## src/rtl/vc_pkg.sv

```systemverilog
package vc_pkg;

  localparam int CHAN_IDX_W = 3;
  localparam int ROM_STEPS  = 48;

  localparam logic [2:0] K_CHAN_VOL  = 3'd0;
  localparam logic [2:0] K_CHAN_MUTE = 3'd1;
  localparam logic [2:0] K_MST_VOL   = 3'd2;
  localparam logic [2:0] K_MST_MUTE  = 3'd3;
  localparam logic [2:0] K_DIG_LVL   = 3'd4;

  typedef enum logic [1:0] {
    SEQ_ONE,
    SEQ_SIDE,
    SEQ_ALL,
    SEQ_DIG
  } seqMode_e;

  // strobes from the sequencer into the datapath
  typedef struct packed {
    logic                  load;
    logic [CHAN_IDX_W-1:0] chan;
    logic                  upd;
    logic                  dig;
  } ctrlStb_t;

  // Threshold k (1..ROM_STEPS) is the largest index whose attenuation is at
  // least k dB. The curve value at index x is the number of thresholds >= x.
  function automatic logic [ROM_STEPS*8-1:0] buildThresh();
    logic [ROM_STEPS*8-1:0] t;
    t = '0;
    for (int k = 1; k <= ROM_STEPS; k++)
      t[(k-1)*8 +: 8] = 8'($rtoi(255.0 * (10.0 ** (-real'(k) / 20.0))));
    return t;
  endfunction

  localparam logic [ROM_STEPS*8-1:0] ATTEN_THRESH = buildThresh();

endpackage

```

## src/rtl/vc_datapath.sv

```systemverilog
module vc_datapath
  import vc_pkg::*;
#(
  parameter int NUM_CHAN = 8,
  parameter int VOL_W    = 7,
  parameter int MST_W    = 8,
  parameter int CMD_W    = 8,
  parameter int CODE_W   = 7,
  parameter int ADDR_W   = 7,
  parameter int DATA_W   = 9,
  parameter int DIG_W    = 8,
  parameter int DIG_MAX  = 128,
  parameter logic [ADDR_W-1:0] DIG_REG = 7'h11
) (
  input  logic                  clk,
  input  logic                  rstN,
  input  ctrlStb_t              stb,
  input  logic [2:0]            cmdKind,
  input  logic [CHAN_IDX_W-1:0] cmdIdx,
  input  logic [CMD_W-1:0]      cmdData,
  output logic                  cmdChanges,
  output logic [ADDR_W-1:0]     wrAddr,
  output logic [DATA_W-1:0]     wrData
);

  localparam int PROD_W   = VOL_W + MST_W;
  localparam int IDX_W    = 8;
  localparam int VOL_FULL = (1 << VOL_W) - 1;
  localparam int CODE_MAX = (1 << CODE_W) - 1;
  localparam int DIG_OFS  = 127;

  logic [VOL_W-1:0]    chanVol [NUM_CHAN];
  logic [NUM_CHAN-1:0] chanMute;
  logic [MST_W-1:0]    mstVol  [2];
  logic [1:0]          mstMute;
  logic [DIG_W-1:0]    digCode;

  // digital level to code, with saturation at the top level
  logic [CMD_W-1:0] digLvl;
  logic [DIG_W-1:0] newDig;
  always_comb begin
    digLvl = (cmdData > CMD_W'(DIG_MAX)) ? CMD_W'(DIG_MAX) : cmdData;
    newDig = (digLvl == '0) ? '0 : DIG_W'(digLvl + CMD_W'(DIG_OFS));
  end

  // does the offered command alter stored state
  always_comb begin
    case (cmdKind)
      K_CHAN_VOL:  cmdChanges = chanVol[cmdIdx] != cmdData[VOL_W-1:0];
      K_CHAN_MUTE: cmdChanges = chanMute[cmdIdx] != cmdData[0];
      K_MST_VOL:   cmdChanges = mstVol[cmdIdx[0]] != cmdData[MST_W-1:0];
      K_MST_MUTE:  cmdChanges = mstMute[cmdIdx[0]] != cmdData[0];
      K_DIG_LVL:   cmdChanges = digCode != newDig;
      default:     cmdChanges = 1'b0;
    endcase
  end

  always_ff @(posedge clk) begin
    if (!rstN) begin
      for (int c = 0; c < NUM_CHAN; c++) chanVol[c] <= '0;
      chanMute  <= '1;
      mstVol[0] <= '0;
      mstVol[1] <= '0;
      mstMute   <= 2'b11;
      digCode   <= '0;
    end else if (stb.load) begin
      case (cmdKind)
        K_CHAN_VOL:  chanVol[cmdIdx]    <= cmdData[VOL_W-1:0];
        K_CHAN_MUTE: chanMute[cmdIdx]   <= cmdData[0];
        K_MST_VOL:   mstVol[cmdIdx[0]]  <= cmdData[MST_W-1:0];
        K_MST_MUTE:  mstMute[cmdIdx[0]] <= cmdData[0];
        K_DIG_LVL:   digCode            <= newDig;
        default: ;
      endcase
    end
  end

  // gain product and curve index for the channel being written
  logic              selSide;
  logic [PROD_W-1:0] prod;
  logic [PROD_W-1:0] quot;
  logic [IDX_W-1:0]  romIdx;
  always_comb begin
    selSide = stb.chan[0];
    prod    = PROD_W'(chanVol[stb.chan]) * PROD_W'(mstVol[selSide]);
    quot    = prod / PROD_W'(VOL_FULL);
    romIdx  = IDX_W'(quot);
  end

  // logarithmic curve as a count of passed thresholds
  logic [CODE_W-1:0] stepCnt;
  logic [CODE_W-1:0] atten;
  always_comb begin
    stepCnt = '0;
    for (int k = 0; k < ROM_STEPS; k++)
      if (romIdx <= ATTEN_THRESH[k*8 +: 8]) stepCnt = stepCnt + CODE_W'(1);
    atten = (romIdx == '0) ? CODE_W'(CODE_MAX) : stepCnt;
  end

  logic              chanSilent;
  logic [CODE_W-1:0] chanCode;
  always_comb begin
    chanSilent = chanMute[stb.chan] | mstMute[selSide];
    chanCode   = chanSilent ? '0 : CODE_W'(CODE_MAX) - atten;
  end

  always_comb begin
    if (stb.dig) begin
      wrAddr = DIG_REG;
      wrData = {stb.upd, digCode};
    end else begin
      wrAddr = ADDR_W'(stb.chan);
      wrData = {stb.upd, stb.upd, chanCode};
    end
  end

endmodule

```

## src/rtl/vc_ctrl.sv

```systemverilog
module vc_ctrl
  import vc_pkg::*;
#(
  parameter int NUM_CHAN = 8
) (
  input  logic                  clk,
  input  logic                  rstN,
  input  logic                  cmdValid,
  input  logic [2:0]            cmdKind,
  input  logic [CHAN_IDX_W-1:0] cmdIdx,
  input  logic                  cmdChanges,
  input  logic                  wrReady,
  output logic                  wrValid,
  output logic                  busy,
  output ctrlStb_t              stb
);

  localparam int CNT_W = CHAN_IDX_W + 1;
  localparam logic [CNT_W-1:0] LAST_IDX = CNT_W'(NUM_CHAN - 1);

  logic                  sending;
  seqMode_e              mode;
  logic [CHAN_IDX_W-1:0] chan;
  logic                  upd;

  logic accept;
  logic lastChan;
  logic [CHAN_IDX_W-1:0] nextChan;

  always_comb begin
    accept = cmdValid & ~sending;
    case (mode)
      SEQ_SIDE: begin
        lastChan = ({1'b0, chan} + CNT_W'(2)) > LAST_IDX;
        nextChan = chan + CHAN_IDX_W'(2);
      end
      SEQ_ALL: begin
        lastChan = {1'b0, chan} == LAST_IDX;
        nextChan = chan + CHAN_IDX_W'(1);
      end
      default: begin
        lastChan = 1'b1;
        nextChan = chan;
      end
    endcase
  end

  always_ff @(posedge clk) begin
    if (!rstN) begin
      sending <= 1'b1;
      mode    <= SEQ_ALL;
      chan    <= '0;
      upd     <= 1'b0;
    end else if (!sending) begin
      if (accept && cmdChanges) begin
        sending <= 1'b1;
        upd     <= 1'b0;
        case (cmdKind)
          K_MST_VOL, K_MST_MUTE: begin
            mode <= SEQ_SIDE;
            chan <= CHAN_IDX_W'(cmdIdx[0]);
          end
          K_DIG_LVL: begin
            mode <= SEQ_DIG;
            chan <= '0;
          end
          default: begin
            mode <= SEQ_ONE;
            chan <= cmdIdx;
          end
        endcase
      end
    end else if (wrReady) begin
      if (!upd) begin
        upd <= 1'b1;
      end else begin
        upd <= 1'b0;
        if (lastChan) sending <= 1'b0;
        else          chan    <= nextChan;
      end
    end
  end

  always_comb begin
    wrValid  = sending;
    busy     = sending;
    stb.load = accept;
    stb.chan = chan;
    stb.upd  = upd;
    stb.dig  = (mode == SEQ_DIG);
  end

endmodule

```

## src/rtl/vol_combiner.sv

```systemverilog
module vol_combiner
  import vc_pkg::*;
#(
  parameter int NUM_CHAN = 8,
  parameter int VOL_W    = 7,
  parameter int MST_W    = 8,
  parameter int CMD_W    = 8,
  parameter int CODE_W   = 7,
  parameter int ADDR_W   = 7,
  parameter int DATA_W   = 9,
  parameter int DIG_W    = 8,
  parameter int DIG_MAX  = 128,
  parameter logic [ADDR_W-1:0] DIG_REG = 7'h11
) (
  input  logic                  clk,
  input  logic                  rstN,
  input  logic                  cmdValid,
  input  logic [2:0]            cmdKind,
  input  logic [CHAN_IDX_W-1:0] cmdIdx,
  input  logic [CMD_W-1:0]      cmdData,
  output logic                  busy,
  output logic                  wrValid,
  input  logic                  wrReady,
  output logic [ADDR_W-1:0]     wrAddr,
  output logic [DATA_W-1:0]     wrData
);

  ctrlStb_t stb;
  logic     cmdChanges;

  vc_ctrl #(
    .NUM_CHAN(NUM_CHAN)
  ) u_ctrl (
    .clk       (clk),
    .rstN      (rstN),
    .cmdValid  (cmdValid),
    .cmdKind   (cmdKind),
    .cmdIdx    (cmdIdx),
    .cmdChanges(cmdChanges),
    .wrReady   (wrReady),
    .wrValid   (wrValid),
    .busy      (busy),
    .stb       (stb)
  );

  vc_datapath #(
    .NUM_CHAN(NUM_CHAN),
    .VOL_W   (VOL_W),
    .MST_W   (MST_W),
    .CMD_W   (CMD_W),
    .CODE_W  (CODE_W),
    .ADDR_W  (ADDR_W),
    .DATA_W  (DATA_W),
    .DIG_W   (DIG_W),
    .DIG_MAX (DIG_MAX),
    .DIG_REG (DIG_REG)
  ) u_dp (
    .clk       (clk),
    .rstN      (rstN),
    .stb       (stb),
    .cmdKind   (cmdKind),
    .cmdIdx    (cmdIdx),
    .cmdData   (cmdData),
    .cmdChanges(cmdChanges),
    .wrAddr    (wrAddr),
    .wrData    (wrData)
  );

endmodule

```

## config.mk

```make
export PLATFORM = sky130hd
export DESIGN_NAME = vol_combiner
export DESIGN_NICKNAME = d
export VERILOG_FILES = /design/src/rtl/vc_pkg.sv /design/src/rtl/vc_datapath.sv /design/src/rtl/vc_ctrl.sv /design/src/rtl/vol_combiner.sv
export SDC_FILE = /design/constraint.sdc
export NUM_CORES = 1
export LEC_CHECK = 0
export ABC_AREA = 1
export BUFFER_PORTS_ARGS = -buffer_cell sky130_fd_sc_hd__buf_2
export CAP_MARGIN = 40
export CORE_ASPECT_RATIO = 1.25
export CORE_MARGIN = 5
export CORE_UTILIZATION = 50
export CTS_CLUSTER_DIAMETER = 150
export DETAILED_ROUTE_END_ITERATION = 16
export PLACE_DENSITY_LB_ADDON = 0.12
export SETUP_SLACK_MARGIN = 0.3
export SYNTH_ARGS = -nofsm -noshare
export SYNTH_HDL_FRONTEND = slang
export SYNTH_SLANG_ARGS = --single-unit
```

## constraint.sdc

```tcl
create_clock -name clk -period 26.1 [get_ports clk]
set_clock_uncertainty 0.2 [all_clocks]
set_input_delay 2.61 -clock clk [delete_from_list [all_inputs] [get_ports clk]]
set_output_delay 2.61 -clock clk [all_outputs]
set_load 0.01 [all_outputs]
```

# After elaboration in Yosys (flattened, before gate mapping)
# Memories as Yosys holds them, arrays and structs flattened. A register that Yosys moved wholly into a read port is not among the register bits.
# Index checks and enable logic that the tools add are counted.
[classes]
add_sub_neg = 52
multipliers = 1
div = 1
order_cmp = 45
n_eq_ne = 17
muxes = 106
n_bitwise = 3
n_reduce_logical = 16
[ops]
columns = ["cell", "count"]
rows = [
  ["two-way mux 7 bit", 50],
  ["adder 7 x 1 -> 7 bit, second input constant", 46],
  ["less-or-equal comparator 8 x 7 -> 1 bit, second input constant", 7],
  ["less-or-equal comparator 8 x 4 -> 1 bit, second input constant", 6],
  ["less-or-equal comparator 8 x 5 -> 1 bit, second input constant", 6],
  ["less-or-equal comparator 8 x 6 -> 1 bit, second input constant", 6],
  ["less-or-equal comparator 8 bit, second input constant", 5],
  ["less-or-equal comparator 8 x 3 -> 1 bit, second input constant", 4],
  ["two-way mux 1 bit", 32],
  ["two-way mux 8 bit", 4],
  ["two-way mux 3 bit", 8],
  ["less-or-equal comparator 8 x 2 -> 1 bit, second input constant", 2],
  ["logical NOT 8 bit", 2],
  ["!= test 8 bit", 2],
  ["divider 15 x 7 -> 15 bit, second input constant", 1],
  ["multiplier 7 x 8 -> 15 bit", 1],
  ["case mux 3 bit (2 select lines)", 2],
  ["AND reduction 2 bit", 5],
  ["adder 8 x 7 -> 8 bit, second input constant", 1],
  ["bitwise mux 8 bit", 1],
  ["> comparator 8 bit, second input constant", 1],
  ["less-or-equal comparator 8 x 1 -> 1 bit, second input constant", 1],
  ["< comparator 3 x 4 -> 1 bit, second input constant", 2],
  ["OR reduction 8 bit", 1],
  ["35 further kinds", 45],
]
[totals]
reg_bits = 25
mem_bits_rw = 72
output_inout_bits = 18
n_memories = 2
[memory_table]
columns = ["name", "depth", "word_bits", "rd", "rd_ports_with_merged_regs", "write_ports", "line", "text"]
rows = [
  ["u_dp.chanVol", 8, 7, 2, 1, 8, "vc_datapath.sv:32", "logic [VOL_W-1:0] chanVol [NUM_CHAN];"],
  ["u_dp.mstVol", 2, 8, 2, 1, 2, "vc_datapath.sv:34", "logic [MST_W-1:0] mstVol [2];"],
]

# Logic depth before layout (Yosys ltp)
[depth]
ltp_word = 102
ltp_mapped = 222
mapped_depth_nobuf = 220

# Cells and area by module
# A second synthesis with hierarchy kept.
[hier_totals]
hier_cells = 2891
hier_area_um2 = 17939.7
[by_module_without_submodules]
columns = ["module", "n_inst", "cells_per_inst", "area_per_inst_um2", "seq_area_each_um2"]
rows = [
  ["vc_datapath", 1, 2808, 17374.2, 2522.4],
  ["vc_ctrl", 1, 83, 565.5, 140.1],
]

# Worst setup path after synthesis
# No wires, ideal clock.
[synth_timing]
path_type = "flip-flop to output port"
from = "reg (tool-made name)"
to = "out wrData[6]"
t_arrival_ns = 25.428
t_required_ns = 23.290
setup_slack_ns = -2.138
path_stages_with_launch = 204
n_path_buf = 4
path_cell_list = "dfxtp_1 -> clkbuf_1 -> clkbuf_1 -> o21ai_0 -> o211ai_1 -> nand2_1 -> or2_2 -> fa_1 -> inv_1 -> ha_1 -> inv_1 -> fa_1 -> fa_1 -> inv_1 -> ha_1 -> nand2_1 -> nand2_1 -> inv_1 -> [168 not listed] -> nand3_2 -> nand2_2 -> nand2_4 -> nand2_2 -> nand2_4 -> nand2_2 -> nand2_2 -> nand3_1 -> nand3_2 -> nand2_2 -> nand2_2 -> nand3_1 -> nand4_1 -> nor2_1 -> inv_1 -> nand2_1 -> nand3_1 -> nand2_1"
[synth_lines]
columns = ["element", "line", "text"]
rows = [
  ["end, declared", "vol_combiner.sv:25", "output logic [DATA_W-1:0] wrData"],
]

==> flow_summary_export.csv <==
group,metric,value,unit
outcome,status,"finished, violations left",
outcome,violations,"setup timing",
detailed_routing,wire_per_inst,14.85,µm
sta,drv_slew,0,
yosys,avgSynthCellArea,6.127,µm²
die,die_height,218.8,µm
clock_network,cts_buffers,9,
clock_network,root_buffer,"clkbuf_16",
grt,grt_overflow,0,
placement,hpwl,37730,µm
worst_setup_path,cp.arrival,25.42,ns
finish,fin_nets,3483,
yosys,syn_area,17430,µm²
yosys,yosysWarnings,0,
detailed_routing,via_per_inst,5.320,
die,die_w,177,µm
yosys,yosysTopAreaCell,"nand2_1",
finish,final_cell_mix,"528 x nand2_1, 479 x buf_4, 406 x inv_1, 267 x nor2_1, 259 x nand2_2",
placement,port_buffers,32,
yosys,synth-seq-cells,101,
finish,fillCellCount,2620,
worst_setup_path,worst_setup_path_end_kind,"output port",
die,initial_core_util,50.64,%
yosys,syn_inst,2845,
worst_setup_path,cp_slowest_cell,"fa_1",
sta,finalCriticalPeriod,28.23,ns
finish,num_antenna_cells,0,
worst_setup_path,worstSetupPathType,"flop to output port",
placement,placed_area,20980,µm²
sta,rsz0062_at_grt,"yes",
sta,slew_headroom,34.94,%
grt,track_usage,25.81,%
worst_setup_path,crit_top_cell,"nand2_4",
sta,finalSetupViolations,5,
clock_network,cts_buffer_depth,2,
worst_setup_path,r2r_cells,14,
clock_network,clk_pin_slew,0.07,ns
placement,gp_congestion,0.9381,
detailed_routing,routed_wl,56920,µm
sta,fin_crit_sh,108.2,%
worst_setup_path,required,23.29,ns
finish,design_area,25430,µm²
detailed_routing,vias,20400,
clock_network,clk-insertion-delay-late,0.36,ns
clock_network,hold_buffers,0,
worst_setup_path,cpPeakStageDelay,0.59,ns
detailed_routing,drt_iter0_markers,1055,
worst_setup_path,crit_path_start_kind,"flop",
detailed_routing,dr.pass1.iters,6,
grt,antenna_found_initial,0,
finish,fin_cells,3834,
yosys,synth_top_cells_by_area,"nand2_1 16%, edfxtp_1 12%, inv_1 9.5%",
detailed_routing,route.detailed.drc,0,
yosys,synth_cell_type_count,75,
worst_hold_path,hold-path-cell-count,2,
grt,first_global_vias,19270,
die,core.rowCount,76,
sta,fmax,0.03542,GHz
die,die-area,38720,µm²
detailed_routing,ant_nets,0,
worst_hold_path,hp-class,"flop to flop",
yosys,netlist.area_leader.share,15.72,%
yosys,ys_async_sr_fraction,0,%
die,core,34420,µm²
grt,grt_pass1_wl,85720,µm
die,io_pins,36,
worst_setup_path,cp_max_fo,7,
clock_network,h-tree-depth,3,
sta,worst_slack,-2.129,ns
clock_network,cts_tree,"built",
clock_network,clock-sinks,101,
finish,layout-area-overhead-vs-synth,45.88,%
placement,place_inst,3640,
finish,layout_commonest_cell,"nand2_1",
sta,max_slew.worst_pin.slew,0.9684,ns
finish,drive_above_1_share,43.46,%
yosys,synth_edf_count,72,
grt,grt_max_degree,22,
sta,hold_viol_final,0,
yosys,synth_ff_type,"edfxtp_1",
yosys,seq_area_frac_synth,15.73,%
flow_run,drv_cap,0,
-- sequential cells by signal, indices dropped and copies added, names as in the netlist, named ones only --
signal         flops
u_dp.chanVol      56
u_ctrl.busy        1
u_ctrl.mode        2
u_dp.digCode       8
u_dp.chanMute      8
u_ctrl.upd         1
u_ctrl.chan        3
u_dp.mstMute       2
u_dp.mstVol       16
-- synthesized netlist by cell type, types with 10 or more instances --
cell,n
ha_1,75
o21ai_0,105
nand3b_1,34
clkbuf_1,25
fa_1,29
nand2_4,37
a221oi_1,10
or2_2,15
a21oi_1,71
o21ai_1,29
nand3_2,72
inv_1,442
nand2_2,165
nor3_1,19
xor2_1,26
dfxtp_1,29
nor2_2,37
nand3_1,252
o211ai_1,17
nand2_1,730
inv_2,35
nand3_4,12
edfxtp_1,72
nand4_1,41
nor2_1,333
nor2_4,10
-- metrics by stage --
| step | worst slack, ns | hold WS, ns | utilization (%) | setup TNS, ns |
|---|---|---|---|---|
| after floorplan | -0.02278 | 0.2426 | - | -0.02278 |
| after global placement | -1.048 | 0.2545 | 60.88 | -3.933 |
| after detailed placement | -1.717 | 0.2712 | 60.94 | -7.294 |
| after CTS | -1.339 | 0.2812 | 67.03 | -5.594 |
| after global routing | -3.450 | 0.2989 | 73.87 | -16.14 |
| final | -2.129 | 0.2866 | 73.87 | -9.047 |
-- worst paths after layout --
path	slack [ns]	start	endpoint
max	-2.13	flop	wrData[6]
min	0.29	u_dp.digCode[4]$_SDFFE_PN0P_	u_dp.digCode[4]$_SDFFE_PN0P_
max reg2reg	22.66	u_dp.chanVol[4][4]$_SDFFCE_PN0P_	flop
min reg2reg	0.29	u_dp.digCode[4]$_SDFFE_PN0P_	u_dp.digCode[4]$_SDFFE_PN0P_
-- repair_timing --
item                                    in CTS  in global routing
pin swaps                                  151                241
gates cloned                                 2                  0
resized for setup                          209                462
endpoints found under the setup margin       6                  6
setup buffers                              126                 50
-- layout make-up --
type / instances / area [µm²] / share of cell area [%]
Inverter: 490 / 1889 / 7.430
Clock buffer: 13 / 264.0 / 1.038
Multi-Input combinational cell: 2214 / 15690 / 61.70
Timing Repair Buffer: 545 / 4209 / 16.55
Clock inverter: 3 / 43.79 / 0.1722
Tap cell: 468 / 585.6 / 2.303
Sequential cell: 101 / 2748 / 10.81
-- cells by family after synthesis --
| kind of cell | count (synthesis) | synth area share (%) |
|---|---|---|
| and+or+nand+nor | 1781 | 51.53 |
| buffers and inverters | 532 | 12.21 |
| AOI/OAI and AO/OA | 291 | 9.949 |
| adders and majority gates | 104 | 8.714 |
| DFF | 101 | 15.73 |
| xor gates and xnor gates | 35 | 1.845 |
| other | 1 | 0.02151 |
-- critical path, delay by kind of cell, from the launching register on --
| kind | cells | cell delay (ns) |
|---|---|---|
| AND/OR/NAND/NOR | 125 | 11.77 |
| buffers and inverters | 71 | 7.87 |
| adder cells (fa/ha/maj) | 12 | 3.90 |
| AO/OA/AOI/OAI | 7 | 1.07 |
| flip-flops | 1 | 0.41 |
-- routing by layer --
layer / global-route usage (%) / part of all wire [%] / vias to the layer above
met5: 0 / 0 / -
met2: 48.13 / 53 / 574
met4: 11.04 / 5.0 / 0
met3: 1.972 / 3.6 / 204
li1: - / - / 10180
met1: 30.12 / 39 / 9443
Power is left out: the tool's default activity adds up to more than one toggle a clock period on the data nets, which glitch-free logic cannot reach.
